`src/rtl/osd_pkg.sv`:
```
// Package: shared defaults for the octal switch diagnostic controller.
// Assumes: every module takes its widths from these defaults unless overridden.
package osd_pkg;
    localparam int CH_DEF     = 8;   // channels per device
    localparam int PAR_DEF    = 4;   // channels with a parallel on-request
    localparam int SETTLE_DEF = 16;  // fault blanking after a new command, cycles
endpackage

```
`src/rtl/osd_spi_sync.sv`:
```
// Module: osd_spi_sync
// Brings the asynchronous SPI pins into the clk domain through two flops
// and produces single-cycle edge strobes for chip select and serial clock.
// Assumes: clk runs at least 4x faster than spi_sclk.
module osd_spi_sync (
    input  logic clk,
    input  logic rst_n,
    input  logic cs_n,
    input  logic sclk,
    input  logic mosi,
    output logic cs_low,
    output logic cs_fall,
    output logic cs_rise,
    output logic sclk_rise,
    output logic mosi_s
);
    logic [1:0] cs_q, ck_q, di_q;
    logic       cs_d, ck_d;

    // Purpose: two-stage synchronisers plus one delay stage for edge detection.
    always_ff @(posedge clk) begin
        if (!rst_n) begin
            cs_q <= 2'b11;
            ck_q <= 2'b00;
            di_q <= 2'b00;
            cs_d <= 1'b1;
            ck_d <= 1'b0;
        end else begin
            cs_q <= {cs_q[0], cs_n};
            ck_q <= {ck_q[0], sclk};
            di_q <= {di_q[0], mosi};
            cs_d <= cs_q[1];
            ck_d <= ck_q[1];
        end
    end

    assign cs_low    = !cs_q[1];
    assign cs_fall   = cs_d && !cs_q[1];
    assign cs_rise   = !cs_d && cs_q[1];
    assign sclk_rise = !cs_q[1] && ck_q[1] && !ck_d;
    assign mosi_s    = di_q[1];
endmodule

```
`src/rtl/osd_spi_shift.sv`:
```
// Module: osd_spi_shift
// One shift register serves both directions: it loads the diagnostic word
// on CS fall, shifts MSB first on each SCLK rise, and hands the received word
// to the command register on CS rise if exactly NCH clocks were counted.
// Assumes: strobes come from osd_spi_sync (cs_rise and sclk_rise never coincide).
module osd_spi_shift #(
    parameter int NCH = osd_pkg::CH_DEF
) (
    input  logic           clk,
    input  logic           rst_n,
    input  logic           cs_fall,
    input  logic           cs_rise,
    input  logic           sclk_rise,
    input  logic           mosi_s,
    input  logic [NCH-1:0] diag_word,
    output logic           sh_msb,
    output logic [NCH-1:0] cmd,
    output logic           cmd_upd
);
    localparam int CW = $clog2(NCH + 2);
    localparam logic [CW-1:0] CNT_FULL = CW'(NCH);
    localparam logic [CW-1:0] CNT_OVER = CW'(NCH + 1);

    logic [NCH-1:0] sh;
    logic [CW-1:0]  cnt;

    assign cmd_upd = cs_rise && (cnt == CNT_FULL);
    assign sh_msb  = sh[NCH-1];

    // Purpose: snapshot, shift and count clocks within a frame.
    always_ff @(posedge clk) begin
        if (!rst_n) begin
            sh  <= '0;
            cnt <= '0;
        end else if (cs_fall) begin
            sh  <= diag_word;
            cnt <= '0;
        end else if (sclk_rise) begin
            sh <= {sh[NCH-2:0], mosi_s};
            if (cnt != CNT_OVER) cnt <= cnt + 1'b1;
        end
    end

    // Purpose: accept the received word only on a frame of exact length.
    always_ff @(posedge clk) begin
        if (!rst_n)       cmd <= '0;
        else if (cmd_upd) cmd <= sh;
    end

    a_r4_bad_length_keeps_cmd: assert property (@(posedge clk) disable iff (!rst_n)
        (cs_rise && cnt != CNT_FULL) |=> $stable(cmd));
    a_r3_shift_takes_mosi: assert property (@(posedge clk) disable iff (!rst_n)
        (sclk_rise && !cs_fall) |=> (sh[0] == $past(mosi_s)));
endmodule

```
`src/rtl/osd_fault_latch.sv`:
```
// Module: osd_fault_latch
// Classifies each channel from its serial command and output-level flag,
// latches faults, remembers which faults a frame reported, and clears only
// those on the frame's CS rise. Detection is blanked for SETTLE cycles
// after an accepted command so the output can move to its new level.
// Assumes: out_low is already synchronous to clk.
module osd_fault_latch #(
    parameter int NCH    = osd_pkg::CH_DEF,
    parameter int SETTLE = osd_pkg::SETTLE_DEF
) (
    input  logic           clk,
    input  logic           rst_n,
    input  logic [NCH-1:0] cmd,
    input  logic [NCH-1:0] out_low,
    input  logic           cmd_upd,
    input  logic           snap,
    input  logic           clr,
    output logic [NCH-1:0] diag_word,
    output logic           flt_any
);
    localparam int SW = $clog2(SETTLE + 1);
    localparam logic [SW-1:0] STL_INIT = SW'(SETTLE);

    logic [NCH-1:0] flt_lat, rep, open_ld, ovld, raw;
    logic [SW-1:0]  stl;
    logic           blank;

    assign blank   = (stl != '0);
    assign open_ld = ~cmd & out_low;
    assign ovld    = cmd & ~out_low;
    assign raw     = blank ? '0 : (open_ld | ovld);

    // Purpose: count down the blanking window after a new command.
    always_ff @(posedge clk) begin
        if (!rst_n)       stl <= STL_INIT;
        else if (cmd_upd) stl <= STL_INIT;
        else if (blank)   stl <= stl - 1'b1;
    end

    // Purpose: hold faults; release only those the finished frame reported.
    always_ff @(posedge clk) begin
        if (!rst_n) flt_lat <= '0;
        else        flt_lat <= (clr ? (flt_lat & ~rep) : flt_lat) | raw;
    end

    // Purpose: remember the faults captured into the outgoing word.
    always_ff @(posedge clk) begin
        if (!rst_n)    rep <= '0;
        else if (snap) rep <= flt_lat;
        else if (clr)  rep <= '0;
    end

    assign diag_word = cmd ^ flt_lat;
    assign flt_any   = |flt_lat;

    a_r8_latch_holds: assert property (@(posedge clk) disable iff (!rst_n)
        !clr |=> ((flt_lat & $past(flt_lat)) == $past(flt_lat)));
    a_r7_no_new_fault_when_blank: assert property (@(posedge clk) disable iff (!rst_n)
        blank |=> ((flt_lat & ~$past(flt_lat)) == '0));
endmodule

```
`src/rtl/oct_switch_diag.sv`:
```
// Module: oct_switch_diag (top)
// Joins the SPI synchroniser, the shift/command path and the fault latch,
// forms the channel drive from serial command and parallel requests, and
// drives the SPI data output and the open-drain fault enable.
// Assumes: a single clk domain; rst_n is synchronous and active low.
module oct_switch_diag #(
    parameter int NCH    = osd_pkg::CH_DEF,
    parameter int NPAR   = osd_pkg::PAR_DEF,
    parameter int SETTLE = osd_pkg::SETTLE_DEF
) (
    input  logic            clk,
    input  logic            rst_n,
    input  logic            spi_cs_n,
    input  logic            spi_sclk,
    input  logic            spi_mosi,
    output logic            spi_miso,
    output logic            spi_miso_oe,
    input  logic [NPAR-1:0] par_on,
    input  logic [NCH-1:0]  out_low,
    output logic [NCH-1:0]  ch_on,
    output logic            fault_pull
);
    logic           cs_low, cs_fall, cs_rise, sclk_rise, mosi_s;
    logic           sh_msb, cmd_upd;
    logic [NCH-1:0] cmd, diag_word, par_ext;

    osd_spi_sync u_sync (
        .clk(clk), .rst_n(rst_n), .cs_n(spi_cs_n), .sclk(spi_sclk), .mosi(spi_mosi),
        .cs_low(cs_low), .cs_fall(cs_fall), .cs_rise(cs_rise),
        .sclk_rise(sclk_rise), .mosi_s(mosi_s)
    );

    osd_spi_shift #(.NCH(NCH)) u_shift (
        .clk(clk), .rst_n(rst_n), .cs_fall(cs_fall), .cs_rise(cs_rise),
        .sclk_rise(sclk_rise), .mosi_s(mosi_s), .diag_word(diag_word),
        .sh_msb(sh_msb), .cmd(cmd), .cmd_upd(cmd_upd)
    );

    osd_fault_latch #(.NCH(NCH), .SETTLE(SETTLE)) u_fault (
        .clk(clk), .rst_n(rst_n), .cmd(cmd), .out_low(out_low), .cmd_upd(cmd_upd),
        .snap(cs_fall), .clr(cs_rise), .diag_word(diag_word), .flt_any(fault_pull)
    );

    // Widen the parallel requests to channel width; upper channels get none.
    for (genvar i = 0; i < NCH; i++) begin : g_par
        if (i < NPAR) begin : g_on
            assign par_ext[i] = par_on[i];
        end else begin : g_off
            assign par_ext[i] = 1'b0;
        end
    end

    // Purpose: register the channel drive, forced off during reset.
    always_ff @(posedge clk) begin
        if (!rst_n) ch_on <= '0;
        else        ch_on <= cmd | par_ext;
    end

    assign spi_miso_oe = cs_low;
    assign spi_miso    = cs_low ? sh_msb : 1'b0;

    a_r2_quiet_when_deselected: assert property (@(posedge clk) disable iff (!rst_n)
        (spi_cs_n && $past(spi_cs_n) && $past(spi_cs_n, 2) && $past(spi_cs_n, 3))
        |-> !spi_miso_oe);
    a_r5_drive_follows_cmd: assert property (@(posedge clk) disable iff (!rst_n)
        $past(rst_n) |-> (ch_on == ($past(cmd) | $past(par_ext))));
endmodule

```
`config.mk`:
```
export PLATFORM = sky130hd
export DESIGN_NAME = oct_switch_diag
export DESIGN_NICKNAME = d
export VERILOG_FILES = /design/src/rtl/osd_pkg.sv /design/src/rtl/osd_spi_sync.sv /design/src/rtl/osd_spi_shift.sv /design/src/rtl/osd_fault_latch.sv /design/src/rtl/oct_switch_diag.sv
export SDC_FILE = /design/constraint.sdc
export NUM_CORES = 1
export LEC_CHECK = 0
export ABC_CLOCK_PERIOD_IN_PS = 1500
export BUFFER_PORTS_ARGS = -buffer_cell sky130_fd_sc_hd__buf_2
export CAP_MARGIN = 20
export CORE_MARGIN = 10
export CORE_UTILIZATION = 51
export DETAILED_ROUTE_END_ITERATION = 10
export GPL_ROUTABILITY_DRIVEN = 0
export GPL_TIMING_DRIVEN = 0
export PLACE_DENSITY = 0.72
export SLEW_MARGIN = 20
export SYNTH_ARGS = -nofsm -noshare
export SYNTH_HDL_FRONTEND = slang
export SYNTH_SLANG_ARGS = --single-unit
```
`constraint.sdc`:
```
create_clock -name clk -period 1.5 [get_ports clk]
set_input_delay 0.3 -clock clk [delete_from_list [all_inputs] [get_ports clk]]
set_output_delay 0.3 -clock clk [all_outputs]
set_load 0.05 [all_outputs]
```
* Word level (Yosys, flattened, before mapping)
Cells that the tools add are included.
Word-level totals: flip-flop bits (word level) 57, input port bits 17, output and inout port bits 11, word-level logic and storage cells 49
Cells by class: add/subtract/negate cells 2, equality and inequality tests 2, muxes and demuxes 7, bitwise logic cells 11, reductions and logical operators 15
Operator list (number):
- $mux W8 | 6
- $and A8 B8 Y8 | 3
- $not A8 Y8 | 3
- $or A8 B8 Y8 | 2
- $or A8 B4 Y8 | 1
- $reduce_or A8 Y1 | 1
- $xor A8 B8 Y8 | 1
- $logic_and A1 B1 Y1 | 5
- $reduce_bool A5 Y1 | 1
- $sub A5 B1 Y5 const B | 1
- $add A4 B1 Y4 const B | 1
- $eq A4 B4 Y1 const B | 1
- $ne A4 B4 Y1 const B | 1
- $reduce_bool A2 Y1 | 2
- $reduce_or A2 Y1 | 2
- $logic_not A1 Y1 | 3
- $reduce_and A2 Y1 | 1
- $mux W1 | 1
- $not A1 Y1 | 1

* Depth between registers and ports, before layout
depth in word-level cells 5, mapped depth 7, mapped depth without buffers 5

* Hierarchy
Synthesis repeated with hierarchy kept, for this count alone.
Second synthesis, totals: cells, all modules 255, area total of the unflattened synthesis 2482.4 um^2
Modules (own cells, without submodules):
- osd_fault_latch | instances 1, cells each 115, area each 1053.5 um^2, sequential area each 420.4 um^2
- osd_spi_shift | instances 1, cells each 103, area each 967.2 um^2, sequential area each 400.4 um^2
- osd_spi_sync | instances 1, cells each 20, area each 240.2 um^2, sequential area each 160.2 um^2
- oct_switch_diag | instances 1, cells each 17, area each 221.5 um^2, sequential area each 160.2 um^2

* Least setup slack after synthesis
OpenSTA, ideal clock, no wires.
path kind reg2reg, start register u_sync.cs_q[1], end register u_shift.sh[7], library setup time 0.136 ns, arrival 1.692 ns, data required time 1.364 ns, slack -0.328 ns, stages on the path, launching flop included 8, path buffers 2, period minus slack after synthesis 1.828 ns, path through dfxtp_1 > inv_1 > ha_1 > clkbuf_1 > inv_1 > clkbuf_1 > o21ai_0 > a31oi_1
On the way: longest elaborated chain between the ends 4, elaborated cells between the ends (all ways) 6, classes of those cells mux (1); reduce/logical (5)
Ends and longest elaborated chain:
- start: declaration | RTL line osd_spi_sync.sv:17 | logic [1:0] cs_q, ck_q, di_q;
- start signal: assignment | RTL line osd_spi_sync.sv:29 | cs_q <= {cs_q[0], cs_n};
- $logic_not A1 Y1 (*)
- via spi_miso_oe | RTL line oct_switch_diag.sv:17 | output logic spi_miso_oe,
- $logic_and A1 B1 Y1 (2 in series) | RTL line osd_spi_sync.sv:40 | assign sclk_rise = !cs_q[1] && ck_q[1] && !ck_d;
- $reduce_bool A2 Y1 (no source line)
- end signal: assignment | RTL line osd_spi_shift.sv:36 | sh <= diag_word;
- end signal: assignment | RTL line osd_spi_shift.sv:39 | sh <= {sh[NCH-2:0], mosi_s};
- end: declaration | RTL line osd_spi_shift.sv:24 | logic [NCH-1:0] sh;
The timed path passes the listed nets; every way through them passes the cells marked *. A chain may end at the register's enable or synchronous reset.

* Final worst setup path
start register u_fault.flt_lat[3], end output port fault_pull
On the way: longest elaborated chain between the ends 1
Ends and longest elaborated chain:
- start: declaration | RTL line osd_fault_latch.sv:24 | logic [NCH-1:0] flt_lat, rep, open_ld, ovld, raw;
- start signal: assignment | RTL line osd_fault_latch.sv:43 | else flt_lat <= (clr ? (flt_lat & ~rep) : flt_lat) | raw;
- $reduce_or A8 Y1 | RTL line osd_fault_latch.sv:54 | assign flt_any = |flt_lat;
- end: declaration | RTL line oct_switch_diag.sv:21 | output logic fault_pull
Every way passes these cells.

==> impl_metrics.toml <==
[drt]
first_pass_iters = 5
vias = 1898
wirelength_mm = 5.43
drcViolationCount = 0
first_iter_violations = 92
wl_per_cell_um = 14.9
vias_per_cell = 5.21
final_antenna_net_count = 0

[yosys]
synth_adder_area_share_pct = 3.71
yosysWarnings = 0
synth_cell_types = 32
ys_ff_latch = 57
syn-num-nets = 290
synth_mux_area_share_pct = 0
synth-simple-area-share_pct = 23.0
netlist_area_um2 = 2360
ys_seq_area_share_pct = 48.3
synth_top_family_by_area = "simple AND/OR/NAND/NOR gates"
syn_inst = 266
synth-compound-area-share_pct = 14.6
avgSynthCellArea_um2 = 8.88
yosys.area_share.xor_xnor_pct = 7.04

[power_and_ir_drop]
ir_drop_mv = 1.04
swShare_pct = 29.3
power.switching_mw = 1.13
p_total_mw = 3.86
clock_power_share_pct = 33.4
comb_power_share_pct = 20.5
leakage_nw = 1.19
power.internal_mw = 2.73
seq_power_share_pct = 46.1
power_density_nw_per_um2 = 1330

[timing]
setup_ws_ns = -0.0341
rsz0062_at_grt = "yes"
skew_ns = 0.00671
drv_slew = 0
hold_viol = 0
max_freq_mhz = 652
fin_crit_ns = 1.53
worst_pin_slew_ns = 0.605
final.period_utilization_pct = 102
worst_slew_margin_rel_pct = 59.5
setup-violations-final = 1

[outcome]
violations = "setup timing"
outcome = "finished, violations left"

[floorplan]
start_util_pct = 53.5
die_h_um = 88.1
fp-row-count = 24
die_area_um2 = 7750
die_w_um = 88.1
core_area_um2 = 4410
boundaryPins = 28

[clock_tree]
worstSkewPairLatency_ns = 0.34
cts.clk_slew.worst_paths_ns = 0.06
cts_buffers = 9
htreeDepth = 3
cts_root_buffer = "clkbuf_8"
clock_path_buffers = 2
cts_tree = "yes"
cts_num_sinks = 57

[setup_path]
r2r_cells = 3
worst_ep_arrival_time_ns = 1.23
rrSetupSlack_ns = 0.03
cp-startpoint = "u_fault.flt_lat[3]"
worst_setup_path_start_kind = "flop"
path_class = "reg -> out"
worstReg2RegStart = "u_sync.cs_q[1]"
r2r-end = "u_shift.cnt[2]"
crit_fanout = 4
end_kind = "output pin"
required_ns = 1.20

[final_layout]
seq_area_um2 = 1160
diodes = 0
final_area_um2 = 2900
drive_gt1_share_pct = 24.0
multi_input_area_um2 = 1200
fill_cells = 378
num-nets-final = 332
synthToLayoutAreaGrowth_pct = 22.8

[placement]
placed_cell_area_um2 = 2600
dp_hpwl_mm = 3.71
port_buffers = 26

[grt]
antenna_found_initial = 0
first_global_vias = 1915
grt_max_degree = 17
overflow = 0
track_usage_pct = 14.8
grt_pass1_wl_mm = 8.95

[worst_hold_path]
hold_path_end = "u_sync.cs_q[0]"
hp-start = "spi_cs_n"
hold_depth = 2
min_path_type = "in -> reg"

[job]
max_cap_viol_count = 0
## power by group through the flow
| stage | logic (mW) | registers (mW) | clock network (mW) |
|---|---|---|---|
| 2_1_floorplan | 0.517 | 1.78 | 0 |
| 3_3_place_gp | 0.665 | 1.78 | 0 |
| 3_5_place_dp | 0.684 | 1.79 | 0 |
| 4_1_cts | 0.773 | 1.78 | 1.32 |
| 5_1_grt | 0.876 | 1.80 | 1.39 |
| 6_report | 0.793 | 1.78 | 1.29 |
## worst max-delay path by stage
| stage | end | slack, ns | cells after the start |
|---|---|---|---|
| final | fault_pull | -0.03 | 3 |
| after global routing | fault_pull | -0.11 | 3 |
| after CTS | fault_pull | -0.05 | 3 |
| after detailed placement | u_fault.stl[4] | -0.31 | 6 |
| after global placement | u_fault.stl[4] | -0.30 | 6 |
| after floorplan | u_shift.cnt[0] | 0.004 | 7 |
## layer usage
layer,track usage (%),vias to the layer above,wire [µm]
met3,6.41,8,354
met4,5.71,0,77
met5,0,-,0
met2,22.8,48,2450
met1,17.8,867,2550
li1,-,975,-
## per-stage QoR
step | utilization, % | setup TNS [ns] | instances | setup slack, ns | hold slack, ns
final | 65.7 | -0.0341 | 364 | -0.0341 | 0.146
after global routing | 65.7 | -0.143 | 364 | -0.111 | 0.158
after CTS | 64.4 | -0.0515 | 359 | -0.0515 | 0.139
after detailed placement | 59.0 | -2.89 | 344 | -0.313 | 0.402
after global placement | 59.0 | -2.50 | 344 | -0.305 | 0.390
after floorplan | - | 0 | 266 | 0.00397 | 0.386
## placed cells by master (no fill, tap or decap), drive strengths merged, types with 8 or more instances in the layout
cell | synthesis | layout
nand2 | 60 | 60
and2 | 17 | 17
buf | 2 | 35
o21ai | 20 | 20
nor2b | 10 | 10
a22oi | 8 | 8
a31oi | 8 | 8
dfxtp | 57 | 57
clkbuf | 10 | 20
xor2 | 16 | 16
a21boi | 9 | 9
## critical path: stages, from the launching register on
cell	delay, ns
dfxtp_2	0.34
nor4_1	0.27
nand2_1	0.12
buf_6	0.17
## repair_timing
action                     CTS  global route
gates resized for setup     16            10
pin swaps                    5             5
setup buffers                2             5
setup endpoints to repair   28            15
cloned                       0             0
hold buffers                 0             0
## final cells by class
class                           count  area share, %
Inverter                            8           1.34
Tap cell                           52           2.24
Clock buffer                       12           5.69
Sequential cell                    57           39.9
Buffer                             10           2.42
Timing Repair Buffer               33           6.64
Multi-Input combinational cell    189           41.2
Clock inverter                      3          0.518
## sequential cells by signal (all words and copies together) (netlist names)
register	flops
u_fault.stl	5
ch_on	8
u_sync.ck_d	1
u_sync.cs_q	2
u_shift.cnt	4
u_sync.di_q	2
u_sync.ck_q	2
u_sync.cs_d	1
u_shift.sh	8
u_fault.rep	8
u_shift.cmd	8
u_fault.flt_lat	8
## kinds of logic after synthesis
logic type / after synthesis
adders and majority gates: 7
xor gates and xnor gates: 19
and+or+nand+nor: 108
AOI/OAI and AO/OA: 55
DFF: 57
buffers and inverters: 20
## synth_stat cells
master | number | area (µm²)
nand3b_1 | 1 | 7.51
nor4b_2 | 1 | 15.0
or3_1 | 2 | 12.5
nand4b_1 | 1 | 8.76
nor2b_1 | 10 | 62.6
or4_1 | 1 | 7.51
clkbuf_1 | 10 | 37.5
o21a_1 | 4 | 30.0
o21ai_0 | 20 | 100
or3b_4 | 1 | 11.3
nor3_1 | 3 | 15.0
nor4_1 | 2 | 12.5
xnor2_1 | 3 | 26.3
ha_1 | 7 | 87.6
and2_1 | 17 | 106
inv_1 | 8 | 30.0
nand3_1 | 1 | 5.00
nor3b_2 | 1 | 12.5
and3b_1 | 1 | 8.76
dfxtp_1 | 57 | 1140
and4b_1 | 1 | 10.0
buf_2 | 2 | 10.0
a311o_1 | 1 | 10.0
nor2_1 | 3 | 11.3
a211oi_1 | 1 | 7.51
nand2b_1 | 2 | 12.5
xor2_1 | 16 | 140
nand2_1 | 60 | 225
a21oi_1 | 4 | 20.0
a22oi_1 | 8 | 60.1
a31oi_1 | 8 | 50.1
a21boi_0 | 9 | 67.6
No activity file was read; power rests on OpenSTA's default activity.
